## src/rtl/sc_t0_pkg.sv

```systemverilog
package sc_t0_pkg;

    typedef enum logic [2:0] {
        ST_IDLE,
        ST_TX_BITS,
        ST_TX_GUARD,
        ST_RX_HUNT,
        ST_RX_BITS,
        ST_RX_GUARD
    } sc_state_e;

    // index 0 = start bit, 1..8 = data, 9 = parity; guard uses 0..1
    localparam logic [3:0] LAST_BIT_IDX = 4'd9;

    typedef struct packed {
        sc_state_e   st;
        logic [3:0]  idx;
        logic [7:0]  dat;
        logic        perr;     // running parity of received bits
        logic        nack;     // card pulled the line during transmit guard
        logic        held;     // byte kept for resend
        logic        prev;     // line level at previous tick while hunting
        logic        rx_stb;
        logic        tx_stb;
        logic        tx_bad;
        logic [7:0]  rx_byte;
        logic        rx_bad;
    } sc_regs_t;

endpackage

```

## src/rtl/sc_clk_gen.sv

```systemverilog
module sc_clk_gen #(
    parameter int DIV_W = 8
) (
    input  logic             clk,
    input  logic             rst_n,
    input  logic [DIV_W-1:0] div_i,
    output logic             sclk_o,
    output logic             tick_o
);
    logic [DIV_W-1:0] cnt_d, cnt_q;
    logic             sclk_d, sclk_q;
    logic [DIV_W-1:0] lim;
    logic             wrap;

    always_comb begin
        lim    = (div_i == '0) ? '0 : div_i - 1'b1;
        wrap   = (cnt_q >= lim);
        cnt_d  = wrap ? '0 : cnt_q + 1'b1;
        sclk_d = wrap ? ~sclk_q : sclk_q;
        tick_o = wrap && !sclk_q;
    end

    always_ff @(posedge clk or negedge rst_n) begin
        if (!rst_n) begin
            cnt_q  <= '0;
            sclk_q <= 1'b0;
        end else begin
            cnt_q  <= cnt_d;
            sclk_q <= sclk_d;
        end
    end

    assign sclk_o = sclk_q;
endmodule

```

## src/rtl/sc_etu_timer.sv

```systemverilog
module sc_etu_timer #(
    parameter int ETU_TICKS = 372,
    parameter int CNT_W     = $clog2(ETU_TICKS)
) (
    input  logic             clk,
    input  logic             rst_n,
    input  logic             tick_i,
    input  logic             restart_i,
    output logic [CNT_W-1:0] cnt_o
);
    localparam logic [CNT_W-1:0] TOP = CNT_W'(ETU_TICKS - 1);

    logic [CNT_W-1:0] cnt_d, cnt_q;

    always_comb begin
        cnt_d = cnt_q;
        if (restart_i)   cnt_d = '0;
        else if (tick_i) cnt_d = (cnt_q == TOP) ? '0 : cnt_q + 1'b1;
    end

    always_ff @(posedge clk or negedge rst_n) begin
        if (!rst_n) cnt_q <= '0;
        else        cnt_q <= cnt_d;
    end

    assign cnt_o = cnt_q;
endmodule

```

## src/rtl/sc_line_sync.sv

```systemverilog
module sc_line_sync #(
    parameter int STAGES = 2
) (
    input  logic clk,
    input  logic rst_n,
    input  logic line_i,
    output logic line_o
);
    logic [STAGES-1:0] sh_d, sh_q;

    generate
        if (STAGES == 1) begin : g_one
            always_comb sh_d = line_i;
        end else begin : g_many
            always_comb sh_d = {sh_q[STAGES-2:0], line_i};
        end
    endgenerate

    always_ff @(posedge clk or negedge rst_n) begin
        if (!rst_n) sh_q <= '1;
        else        sh_q <= sh_d;
    end

    assign line_o = sh_q[STAGES-1];
endmodule

```

## src/rtl/sc_t0_xcvr.sv

```systemverilog
module sc_t0_xcvr
    import sc_t0_pkg::*;
#(
    parameter int ETU_TICKS   = 372,
    parameter int DIV_W       = 8,
    parameter int SYNC_STAGES = 2
) (
    input  logic             clk,
    input  logic             rst_n,
    input  logic [DIV_W-1:0] clk_div,
    input  logic             mode_rx,
    input  logic             msb_first,
    input  logic [7:0]       tx_data,
    input  logic             tx_valid,
    output logic             tx_ready,
    input  logic             tx_resend,
    output logic             tx_done,
    output logic             tx_err,
    output logic [7:0]       rx_data,
    output logic             rx_valid,
    output logic             rx_perr,
    input  logic             io_in,
    output logic             io_drive_low,
    output logic             card_clk
);
    localparam int CNT_W = $clog2(ETU_TICKS);
    localparam int HALF  = ETU_TICKS / 2;
    localparam logic [CNT_W-1:0] CNT_MID  = CNT_W'(HALF);
    localparam logic [CNT_W-1:0] CNT_LAST = CNT_W'(ETU_TICKS - 1);

    sc_regs_t         r_d, r_q;
    logic             ck_tick;
    logic             line_s;
    logic             restart;
    logic [CNT_W-1:0] etu_cnt;
    logic             is_mid, is_last;
    logic [2:0]       data_pos;
    logic             ready_c, resend_c;
    logic             tx_bit;
    logic             err_win;

    sc_clk_gen #(.DIV_W(DIV_W)) u_clk (
        .clk    (clk),
        .rst_n  (rst_n),
        .div_i  (clk_div),
        .sclk_o (card_clk),
        .tick_o (ck_tick)
    );

    sc_etu_timer #(.ETU_TICKS(ETU_TICKS), .CNT_W(CNT_W)) u_etu (
        .clk       (clk),
        .rst_n     (rst_n),
        .tick_i    (ck_tick),
        .restart_i (restart),
        .cnt_o     (etu_cnt)
    );

    sc_line_sync #(.STAGES(SYNC_STAGES)) u_sync (
        .clk    (clk),
        .rst_n  (rst_n),
        .line_i (io_in),
        .line_o (line_s)
    );

    always_comb begin
        r_d        = r_q;
        r_d.rx_stb = 1'b0;
        r_d.tx_stb = 1'b0;
        restart    = 1'b0;

        is_mid   = (etu_cnt == CNT_MID);
        is_last  = (etu_cnt == CNT_LAST);
        // idx 1..8 maps to data bit 0..7 (idx 8 wraps to 7 in three bits)
        data_pos = msb_first ? (3'd7 - (r_q.idx[2:0] - 3'd1)) : (r_q.idx[2:0] - 3'd1);

        ready_c  = ck_tick && !mode_rx &&
                   ((r_q.st == ST_IDLE && !r_q.held) ||
                    (r_q.st == ST_TX_GUARD && r_q.idx == 4'd1 && is_last && !r_q.nack));
        resend_c = ck_tick && !mode_rx && r_q.st == ST_IDLE && r_q.held && tx_resend;

        if ((tx_valid && ready_c) || resend_c) begin
            if (r_q.st == ST_TX_GUARD) begin
                r_d.tx_stb = 1'b1;
                r_d.tx_bad = 1'b0;
            end
            if (!resend_c) r_d.dat = tx_data;
            r_d.st   = ST_TX_BITS;
            r_d.idx  = '0;
            r_d.nack = 1'b0;
            r_d.held = 1'b0;
            restart  = 1'b1;
        end else begin
            unique case (r_q.st)
                ST_IDLE: begin
                    if (ck_tick && mode_rx) begin
                        r_d.st   = ST_RX_HUNT;
                        r_d.prev = 1'b1;
                        r_d.held = 1'b0;
                    end
                end
                ST_TX_BITS: begin
                    if (ck_tick && is_last) begin
                        if (r_q.idx == LAST_BIT_IDX) begin
                            r_d.st  = ST_TX_GUARD;
                            r_d.idx = '0;
                        end else begin
                            r_d.idx = r_q.idx + 4'd1;
                        end
                    end
                end
                ST_TX_GUARD: begin
                    if (ck_tick) begin
                        if (r_q.idx == 4'd1 && etu_cnt == '0 && !line_s) r_d.nack = 1'b1;
                        if (is_last) begin
                            if (r_q.idx == 4'd1) begin
                                r_d.st     = ST_IDLE;
                                r_d.tx_stb = 1'b1;
                                r_d.tx_bad = r_q.nack;
                                r_d.held   = r_q.nack;
                            end else begin
                                r_d.idx = 4'd1;
                            end
                        end
                    end
                end
                ST_RX_HUNT: begin
                    if (ck_tick) begin
                        r_d.prev = line_s;
                        if (!mode_rx) begin
                            r_d.st = ST_IDLE;
                        end else if (r_q.prev && !line_s) begin
                            r_d.st   = ST_RX_BITS;
                            r_d.idx  = '0;
                            r_d.perr = 1'b0;
                            restart  = 1'b1;
                        end
                    end
                end
                ST_RX_BITS: begin
                    if (ck_tick) begin
                        if (is_mid) begin
                            if (r_q.idx == 4'd0) begin
                                if (line_s) begin
                                    r_d.st   = ST_RX_HUNT;
                                    r_d.prev = 1'b1;
                                end
                            end else begin
                                r_d.perr = r_q.perr ^ line_s;
                                if (r_q.idx <= 4'd8) r_d.dat[data_pos] = line_s;
                            end
                        end else if (is_last) begin
                            if (r_q.idx == LAST_BIT_IDX) begin
                                r_d.st  = ST_RX_GUARD;
                                r_d.idx = '0;
                            end else begin
                                r_d.idx = r_q.idx + 4'd1;
                            end
                        end
                    end
                end
                ST_RX_GUARD: begin
                    if (ck_tick && is_last) begin
                        if (r_q.idx == 4'd1) begin
                            r_d.st      = mode_rx ? ST_RX_HUNT : ST_IDLE;
                            r_d.prev    = 1'b1;
                            r_d.rx_stb  = 1'b1;
                            r_d.rx_byte = r_q.dat;
                            r_d.rx_bad  = r_q.perr;
                        end else begin
                            r_d.idx = 4'd1;
                        end
                    end
                end
                default: r_d.st = ST_IDLE;
            endcase
        end

        if (r_q.idx == 4'd0)            tx_bit = 1'b0;
        else if (r_q.idx <= 4'd8)       tx_bit = r_q.dat[data_pos];
        else                            tx_bit = ^r_q.dat;

        err_win = r_q.st == ST_RX_GUARD && r_q.perr &&
                  ((r_q.idx == 4'd0 && etu_cnt >= CNT_MID) ||
                   (r_q.idx == 4'd1 && etu_cnt <  CNT_MID));
    end

    always_ff @(posedge clk or negedge rst_n) begin
        if (!rst_n) begin
            r_q      <= '0;
            r_q.st   <= ST_IDLE;
            r_q.prev <= 1'b1;
        end else begin
            r_q <= r_d;
        end
    end

    assign tx_ready     = ready_c;
    assign tx_done      = r_q.tx_stb;
    assign tx_err       = r_q.tx_bad;
    assign rx_valid     = r_q.rx_stb;
    assign rx_data      = r_q.rx_byte;
    assign rx_perr      = r_q.rx_bad;
    assign io_drive_low = (r_q.st == ST_TX_BITS && !tx_bit) || err_win;
endmodule

```

## config.mk

```make
export PLATFORM = sky130hd
export DESIGN_NAME = sc_t0_xcvr
export DESIGN_NICKNAME = d
export VERILOG_FILES = /design/src/rtl/sc_t0_pkg.sv /design/src/rtl/sc_clk_gen.sv /design/src/rtl/sc_etu_timer.sv /design/src/rtl/sc_line_sync.sv /design/src/rtl/sc_t0_xcvr.sv
export SDC_FILE = /design/constraint.sdc
export NUM_CORES = 1
export LEC_CHECK = 0
export BUFFER_PORTS_ARGS = -buffer_cell sky130_fd_sc_hd__clkbuf_2
export CORE_ASPECT_RATIO = 0.9
export CORE_MARGIN = 3
export CORE_UTILIZATION = 45
export DETAILED_ROUTE_END_ITERATION = 12
export PLACE_DENSITY = 0.74
export SYNTH_ARGS = -nofsm -noshare
export SYNTH_HDL_FRONTEND = slang
export SYNTH_SLANG_ARGS = --single-unit
```

## constraint.sdc

```tcl
create_clock -name clk -period 6.4 [get_ports clk]
set_input_delay 1.28 -clock clk [delete_from_list [all_inputs] [get_ports clk]]
set_output_delay 1.28 -clock clk [all_outputs]
set_load 0.02 [all_outputs]
```

==> results of run 1 <==
-- registers in the layout (all words and copies together), names as in the netlist, 2 cells and up --
name	cells
r_q	19
u_clk.cnt_q	8
u_etu.cnt_o	9
u_sync.sh_q	2
rx_data	8
-- power by group through the flow --
stage / Combinational [mW] / Sequential (mW) / Clock, mW
6_report: 0.213 / 0.430 / 0.192
5_1_grt: 0.247 / 0.438 / 0.211
4_1_cts: 0.215 / 0.429 / 0.201
3_5_place_dp: 0.214 / 0.436 / 0
3_3_place_gp: 0.203 / 0.434 / 0
2_1_floorplan: 0.164 / 0.416 / 0
-- cell type report --
cell class	count	area, um^2
fillers	737	3760
multi-input cells	323	2170
repair buffers	42	223
well taps	96	120
clock buffers	7	86.3
clock inverters	1	8.76
flip-flops and latches	51	1280
inverters	23	86.3
-- cells by family (layout without fill, tap and decap cells) --
| logic type | Yosys count | after routing | share of synthesized area (%) |
|---|---|---|---|
| muxes | 28 | 28 | 8.79 |
| AOI/OAI and AO/OA | 92 | 92 | 15.7 |
| DFF | 51 | 51 | 34.9 |
| adders and majority gates | 18 | 18 | 6.14 |
| buffers and inverters | 47 | 73 | 6.07 |
| xor gates and xnor gates | 24 | 24 | 5.73 |
| and+or+nand+nor | 161 | 161 | 22.7 |
-- stage by stage --
stage,setup slack (ns),hold WS (ns),instances
floorplan,1.06,0.345,421
global placement,1.15,0.347,535
detailed placement,0.995,0.347,535
CTS,0.999,0.360,543
global route,0.755,0.364,543
finish,0.984,0.359,543
-- worst max-delay path: cells and delay by family --
| family | cells | cell delay, ns |
|---|---|---|
| AO/OA/AOI/OAI | 2 | 0.64 |
| multiplexers | 1 | 0.22 |
| AND/OR/NAND/NOR | 6 | 1.19 |
| adder cells (fa/ha/maj) | 1 | 0.27 |
| buffers and inverters | 3 | 0.53 |
-- routing by layer --
layer / global-route usage (%) / part of all wire (%)
met1: 26.3 / 47
met2: 28.4 / 46
met3: 3.73 / 6.1
met4: 6.20 / 1.5
met5: 0 / 0
-- worst paths after layout --
kind,startpoint,to,cells past startpoint
worst max-delay path,clk_div[2],tx_ready,13
max in group asynchronous,rst_n,u_etu.cnt_o[5]$_DFFE_PN0P_,2
worst min-delay path,u_sync.sh_q[0]$_DFF_PN1_,u_sync.sh_q[1]$_DFF_PN1_,0
worst max register to register,u_clk.cnt_q[0]$_DFF_PN0_,r_q[30]$_DFFE_PN0P_,10
min in group asynchronous,rst_n,rx_data[2]$_DFFE_PN0P_,2
worst min register to register,u_sync.sh_q[0]$_DFF_PN1_,u_sync.sh_q[1]$_DFF_PN1_,0
-- cells in the mapped netlist (3+ instances only) --
cell / instances / share of area [%]
nor3_1: 18 / 2.5
inv_1: 23 / 2.4
or3_1: 4 / 0.68
and4_1: 3 / 0.72
buf_2: 7 / 0.95
dfrtp_1: 48 / 33
nor2b_1: 3 / 0.51
nand4_1: 4 / 0.68
o21ai_0: 20 / 2.7
a21o_1: 4 / 0.82
clkbuf_1: 7 / 0.72
nand2_1: 31 / 3.2
nor2_1: 41 / 4.2
xnor2_1: 11 / 2.6
nand2b_1: 6 / 1.0
nand3_1: 22 / 3.0
mux2_2: 14 / 4.3
and3_1: 8 / 1.4
nor3b_1: 4 / 0.82
ha_1: 18 / 6.1
or2_2: 4 / 0.68
o221ai_1: 3 / 0.72
a21oi_1: 38 / 5.2
xor2_1: 13 / 3.1
mux2i_1: 12 / 3.3
o22ai_1: 4 / 0.68
buf_4: 8 / 1.6
dfstp_2: 3 / 2.1
-- cells in the final DEF (no fill, tap or decap), drive strengths merged, types with 6 or more instances in the layout --
master / n
xnor2: 11
dfrtp: 48
ha: 18
nand3: 22
xor2: 13
mux2: 14
clkbuf: 44
nor2: 41
and3: 8
nand2b: 6
a21oi: 38
nand2: 31
nor3: 21
o21ai: 22
mux2i: 12
inv: 23
==> results_dict.tcl, run 1 <==
set metrics [dict create \
    netlist_area_um2 3670 \
    fin_setup_tns_ns 0 \
    overflow 0 \
    fin_nets 487 \
    cp-start-kind "input port" \
    power.density_nw_per_um2 210 \
    yosysSeqAreaShare_pct 34.9 \
    maxSlewHeadroom_pct 54.8 \
    status "finished clean" \
    antenna_found_initial 0 \
    postSynth.asyncResetShare_pct 100 \
    dr.pass1.iters 4 \
    die_h_um 91.7 \
    viasPerCell 5.89 \
    ant_nets 0 \
    routed_wl_um 8380 \
    finalPower_uw 834 \
    cp-end-kind "primary output" \
    cts_sinks 51 \
    syn_to_final_growth_pct 8.21 \
    cts_hold_buffers 0 \
    clockBufferDepth 2 \
    slew_viol_final 0 \
    grt_pass1_vias 3079 \
    path_clk_slew_ns 0.08 \
    arrival_ns 4.14 \
    p_switching_uw 291 \
    max_stage_delay_ns 0.46 \
    rsz0062_at_grt "false" \
    skew_ns 0.00960 \
    worstPathCellList "clkbuf_2 > or3_1 > nor3_1 > nor3b_1 > mux2i_1 > ha_1 > nand2_1 > nor2_1 > a211oi_2 > a21o_1 > buf_4 > nor3_1 > clkbuf_2" \
    core_area_um2 7730 \
    portBuffers 37 \
    drc 0 \
    max_freq_ghz 0.185 \
    avgSynthCellArea_um2 8.72 \
    drive_gt1_share_pct 18.1 \
    synth_edf_count 0 \
    p_sw_share_pct 34.8 \
    die-area_um2 9280 \
    final_area_um2 3970 \
    die_width_um 101 \
    cts_tree "done" \
    wl_per_cell_um 15.4 \
    cts_setup_buffers 0 \
    drt_iter0_drc 262 \
    htree_num_levels 2 \
    synth_seq_cells 51 \
    synth_flop_cell "dfrtp_1" \
    timing.final.crit_period_ns 5.42 \
    ys_types 61 \
    crit_required_ns 5.12 \
    post_cts_resized 0 \
    utilization_pct 51.4 \
    hpwl_um 6270 \
    grt_max_degree 52 \
    hold_viol_final 0 \
    p_clk_share_pct 23.0 \
    yosysWarnings 0 \
    diodes 0 \
    row_count 30 \
    tightest_slew_ns 0.674 \
    initial_core_util_pct 47.5 \
    grt_first_pass_wirelength_um 14200 \
    worstSetupPathType "input port to primary output" \
    track_usage_pct 18.6 \
    p_comb_share_pct 25.5 \
    synth_cells 421 \
    setup_viol 0 \
    dr_total_vias 3200 \
    clock_latency_ns 0.30 \
    p_leak_nw 1.90 \
    cts_buffers 5 \
    slowest_stage "a211oi_2" \
    io_pins 38 \
    hold_path_class "register to register" \
    synthesis.nets 462 \
    place_area_um2 3880 \
    maxCapViolations 0 \
    ir_drop_mv 0.123 \
    worstPathMaxFanout 21 \
    rrSetupSlack_ns 3.44 \
    final.period_utilization_pct 84.6 \
    p_seq_share_pct 51.5 \
    p_int_uw 544 \
    root_buffer "clkbuf_8" \
    gp_congestion 0.942 \
]
Note: power is estimated with default switching activity, not from simulation.
==> inputs of run 2 (changes only) <==
Clock period 6.4 ns to 5.2 ns, I/O delays scaled along.
==> results_dict.tcl, run 2 (synthesis results as in run 1) <==
set metrics [dict create \
    grt_max_degree 52 \
    utilization_pct 51.4 \
    tightest_slew_ns 0.654 \
    num-fill-cells 749 \
    worstSetupPathType "input port to primary output" \
    arrival_ns 3.75 \
    skew_ns 0.0109 \
    die_width_um 101 \
    maxSlewHeadroom_pct 56.2 \
    p_leak_nw 1.90 \
    htree_num_levels 2 \
    crit_required_ns 4.16 \
    gp_congestion 0.971 \
    dr_total_vias 3192 \
    dr.pass1.iters 5 \
    die_h_um 91.7 \
    hold_path_class "register to register" \
    syn_to_final_growth_pct 8.21 \
    cts_buffers 5 \
    drive_gt1_share_pct 18.1 \
    maxCapViolations 0 \
    layout_commonest_cell "dfrtp_1" \
    routed_wl_um 8580 \
    setup_viol 0 \
    row_count 30 \
    grt_first_pass_wirelength_um 14400 \
    track_usage_pct 19.0 \
    max_freq_ghz 0.209 \
    drt_iter0_drc 249 \
    hold_viol_final 0 \
    cts_sinks 51 \
    overflow 0 \
    final.period_utilization_pct 92.1 \
    hpwl_um 6390 \
    viasPerCell 5.88 \
    ir_drop_mv 0.179 \
    slew_viol_final 0 \
    root_buffer "clkbuf_8" \
    drc 0 \
    largest_register "r_q" \
    cts_setup_buffers 0 \
    wl_per_cell_um 15.8 \
    top_layer "met4" \
    max_stage_delay_ns 0.39 \
    rsz0062_at_grt "false" \
    wl_met3_um 507 \
    rrSetupSlack_ns 2.18 \
    slowest_stage "or3_1" \
    cp-end-kind "primary output" \
    ant_nets 0 \
    cp-start-kind "input port" \
    clock_latency_ns 0.31 \
    timing.final.crit_period_ns 4.79 \
    diodes 0 \
    fin_setup_tns_ns 0 \
    path_clk_slew_ns 0.09 \
    die-area_um2 9280 \
    power.density_nw_per_um2 260 \
    grt_pass1_vias 3059 \
    status "finished clean" \
    post_cts_resized 0 \
    drt-met1-wl_um 3890 \
    seqCellArea_um2 1280 \
    largest_register_ffs 19 \
    cts_tree "done" \
    portBuffers 37 \
    antenna_found_initial 0 \
    initial_core_util_pct 47.5 \
    worstPathMaxFanout 8 \
    io_pins 38 \
    worst_hold_slack_ns 0.362 \
    clockBufferDepth 2 \
    cts_hold_buffers 0 \
    final_cell_mix "dfrtp_1, nor2_1, a21oi_1, clkbuf_2, nand2_1" \
    fin_nets 487 \
    wl_met2_um 4080 \
    core_area_um2 7730 \
    worstPathCellList "clkbuf_2 > or3_1 > nor3_1 > nor3b_1 > mux2i_1 > ha_1 > nand2_1 > a311o_1 > a21o_1 > nor3_1 > clkbuf_2" \
    multi_input_area_um2 2170 \
]
==> run 2: cell counts in the layout (fill, tap and decap cells not counted) <==
No cell type changed its count.
==> run 2: power breakdown <==
group / switching, mW / internal (mW)
registers: 0.0811 / 0.448
logic: 0.153 / 0.112
clock network: 0.128 / 0.109
==> run 2: path summary, 6_finish.rpt <==
path | start | to | depth (start not counted)
setup / recovery | clk_div[2] | tx_ready | 11
hold / removal | u_sync.sh_q[0]$_DFF_PN1_ | u_sync.sh_q[1]$_DFF_PN1_ | 0
setup reg to reg | u_clk.cnt_q[1]$_DFF_PN0_ | r_q[30]$_DFFE_PN0P_ | 9
hold reg to reg | u_sync.sh_q[0]$_DFF_PN1_ | u_sync.sh_q[1]$_DFF_PN1_ | 0
max in group asynchronous | rst_n | u_etu.cnt_o[7]$_DFFE_PN0P_ | 2
min in group asynchronous | rst_n | r_q[18]$_DFFE_PN0P_ | 2
==> run 2: stage by stage <==
step	power (mW)	instances	instance area [um^2]	worst slack [ns]
global route	1.11	543	3970	0.194
global placement	0.785	535	3880	0.514
floorplan	0.714	421	3670	0.340
finish	1.03	543	3970	0.410
CTS	1.05	543	3970	0.411
detailed placement	0.803	535	3880	0.411
==> run 2: layer usage <==
| layer | vias to the layer above | global-route usage (%) |
|---|---|---|
| met2 | 105 | 30.6 |
| met4 | 0 | 5.76 |
| met1 | 1538 | 26.0 |
| met5 | - | 0 |
| met3 | 10 | 3.12 |
| li1 | 1539 | - |
==> run 2: final cells by class <==
class / count / share of cell area (%)
Multi-Input combinational cell: 323 / 54.6
Clock inverter: 1 / 0.220
Tap cell: 96 / 3.02
Timing Repair Buffer: 42 / 5.61
Sequential cell: 51 / 32.2
Inverter: 23 / 2.17
Clock buffer: 7 / 2.17
==> run 2: worst max-delay path: cells and delay by family <==
family,cells,cell delay [ns]
AOI/OAI and AO/OA,2,0.63
adders and majority gates,1,0.32
buffers and inverters,2,0.34
muxes,1,0.12
and+or+nand+nor,5,1.30
==> inputs of run 3 (changes only) <==
Settings changed: SYNTH_HIERARCHICAL set to 1.
==> results_dict.tcl, run 3 <==
set metrics [dict create \
    status "finished clean" \
    min-delay-start "u_sync/sh_q[0]$_DFF_PN1_" \
    synth.most_common_cell "nand2_1" \
    tightest_slew_ns 0.693 \
    synth_common_cells "nand2_1, dfrtp_1, nor2_1" \
    core_area_um2 7770 \
    cts_buffers 5 \
    power.density_nw_per_um2 420 \
    cts_tree "done" \
    arrival_ns 3.59 \
    initial_core_util_pct 47.8 \
    die_width_um 102 \
    clock_latency_ns 0.32 \
    viasPerCell 5.89 \
    grt_first_pass_wirelength_um 14400 \
    crit_required_ns 4.16 \
    hold_viol_final 0 \
    worstPathMaxFanout 4 \
    path_clk_slew_ns 0.09 \
    cts_sinks 51 \
    final.period_utilization_pct 89.1 \
    antenna_found_initial 0 \
    p_leak_nw 1.84 \
    drive_gt1_share_pct 17.5 \
    gp_congestion 0.913 \
    die-area_um2 9380 \
    root_buffer "clkbuf_8" \
    ant_nets 0 \
    timing.final.crit_period_ns 4.63 \
    grt_pass1_vias 3082 \
    worstPathCellList "clkbuf_2 > inv_1 > ha_1 > nand3b_1 > nor3_2 > a21oi_1 > ha_1 > nor2b_4 > o21ai_2 > a21oi_2 > o311ai_4 > nor2b_1 > nor2b_1 > and2_1 > clkbuf_2" \
    netlist_area_um2 3710 \
    slowest_stage "ha_1" \
    cts_hold_buffers 0 \
    rrSetupSlack_ns 1.93 \
    post_cts_resized 0 \
    top_layer "met4" \
    dr.pass1.iters 5 \
    diodes 0 \
    hold_path_class "register to register" \
    die_h_um 92.2 \
    cts_setup_buffers 0 \
    syn_to_final_growth_pct 8.79 \
    skew_ns 0.0135 \
    wl_met2_um 3880 \
    largest_register "r_q" \
    worst_hold_slack_ns 0.365 \
    r2r_cells 15 \
    dr_total_vias 3289 \
    largest_register_ffs 19 \
    maxCapViolations 0 \
    synth_edf_count 0 \
    synthesis.nets 470 \
    cp-start-kind "input port" \
    ys_types 69 \
    synth_top_area_share_pct 32.3 \
    grt_max_degree 52 \
    cp-end-kind "primary output" \
    setup_viol 0 \
    drt-met1-wl_um 4000 \
    max_stage_delay_ns 0.32 \
    io_pins 38 \
    clockBufferDepth 2 \
    layout_commonest_cell "nand2_1" \
    rsz0062_at_grt "false" \
    yosysWarnings 6 \
    ir_drop_mv 0.137 \
    startpoint "clk_div[0]" \
    synth_flop_cell "dfrtp_1" \
    hpwl_um 6170 \
    slew_viol_final 0 \
    r2r_start "u_clk/cnt_q[0]$_DFF_PN0_" \
    max_freq_ghz 0.216 \
    worstSetupPathType "input port to primary output" \
    hold_path_depth 0 \
    synth_seq_cells 51 \
    drc 0 \
    routed_wl_um 8490 \
    avgSynthCellArea_um2 8.60 \
    drt_iter0_drc 319 \
    synth_cells 432 \
    track_usage_pct 18.7 \
    portBuffers 37 \
    synth_area_leader_cell "dfrtp_1" \
    htree_num_levels 2 \
    wl_per_cell_um 15.2 \
    path_buf_inv 3 \
    yosysSeqAreaShare_pct 34.5 \
    postSynth.asyncResetShare_pct 100 \
    row_count 30 \
    overflow 0 \
    wl_met3_um 530 \
    final_cell_mix "nand2_1, dfrtp_1, nor2_1, clkbuf_2, nand3_1" \
    maxSlewHeadroom_pct 53.6 \
    crit_cells 15 \
    synth.area.top_cells "dfrtp_1, nand2_1, ha_1" \
    fin_nets 499 \
    fin_setup_tns_ns 0 \
    path_delay_family "simple AND/OR/NAND/NOR gates" \
]
-- run 3: kinds of logic (layout without fill, tap and decap cells) --
| kind of cell | count (synthesis) | in the layout | synth area share, % |
|---|---|---|---|
| simple gates | 197 | 197 | 27.2 |
| compound gates | 96 | 96 | 18.3 |
| fa+ha+maj | 15 | 15 | 5.05 |
| buf+inv | 36 | 66 | 5.15 |
| flops | 51 | 51 | 34.5 |
| mux | 12 | 12 | 3.98 |
| xor+xnor | 25 | 25 | 5.90 |
-- run 3: report_power, final --
part	switching, mW	leakage, nW	total [mW]	internal, mW
combinational	0.473	1.10	0.803	0.330
sequential	0.138	0.679	0.608	0.470
clock	0.142	0.0548	0.287	0.145
-- run 3: worst paths after layout --
path | endpoint
max reg2reg | u_etu/cnt_o[3]$_DFFE_PN0P_
min | u_sync/sh_q[1]$_DFF_PN1_
min in group asynchronous | r_q[20]$_DFFE_PN0P_
max | tx_ready
max in group asynchronous | u_clk/sclk_o$_DFFE_PN0P_
min reg2reg | u_sync/sh_q[1]$_DFF_PN1_
-- run 3: cell type report --
cell class | instances | area [um^2]
Clock buffer | 5 | 68.8
Multi-Input combinational cell | 345 | 2240
Fill cell | 756 | 3730
Sequential cell | 51 | 1280
Clock inverter | 3 | 46.3
Tap cell | 96 | 120
Inverter | 16 | 60.1
Timing Repair Buffer | 42 | 223
-- run 3: per-layer routing --
| layer | GRT usage [%] | up-vias |
|---|---|---|
| met1 | 26.3 | 1548 |
| li1 | - | 1618 |
| met3 | 3.95 | 8 |
| met2 | 29.1 | 115 |
| met4 | 4.43 | 0 |
| met5 | 0 | - |
-- run 3: per-stage QoR --
step           cell area (um^2)  setup slack [ns]  utilization [%]  power, mW  std cells
2_1_floorplan              3710             0.275                -       1.22        432
3_3_place_gp               3930             0.614             50.5       1.38        550
3_5_place_dp               3930             0.467             50.5       1.40        550
4_1_cts                    4040             0.591             52.0       1.69        558
5_1_grt                    4040             0.375             52.0       1.84        558
6_report                   4040             0.567             52.0       1.70        558
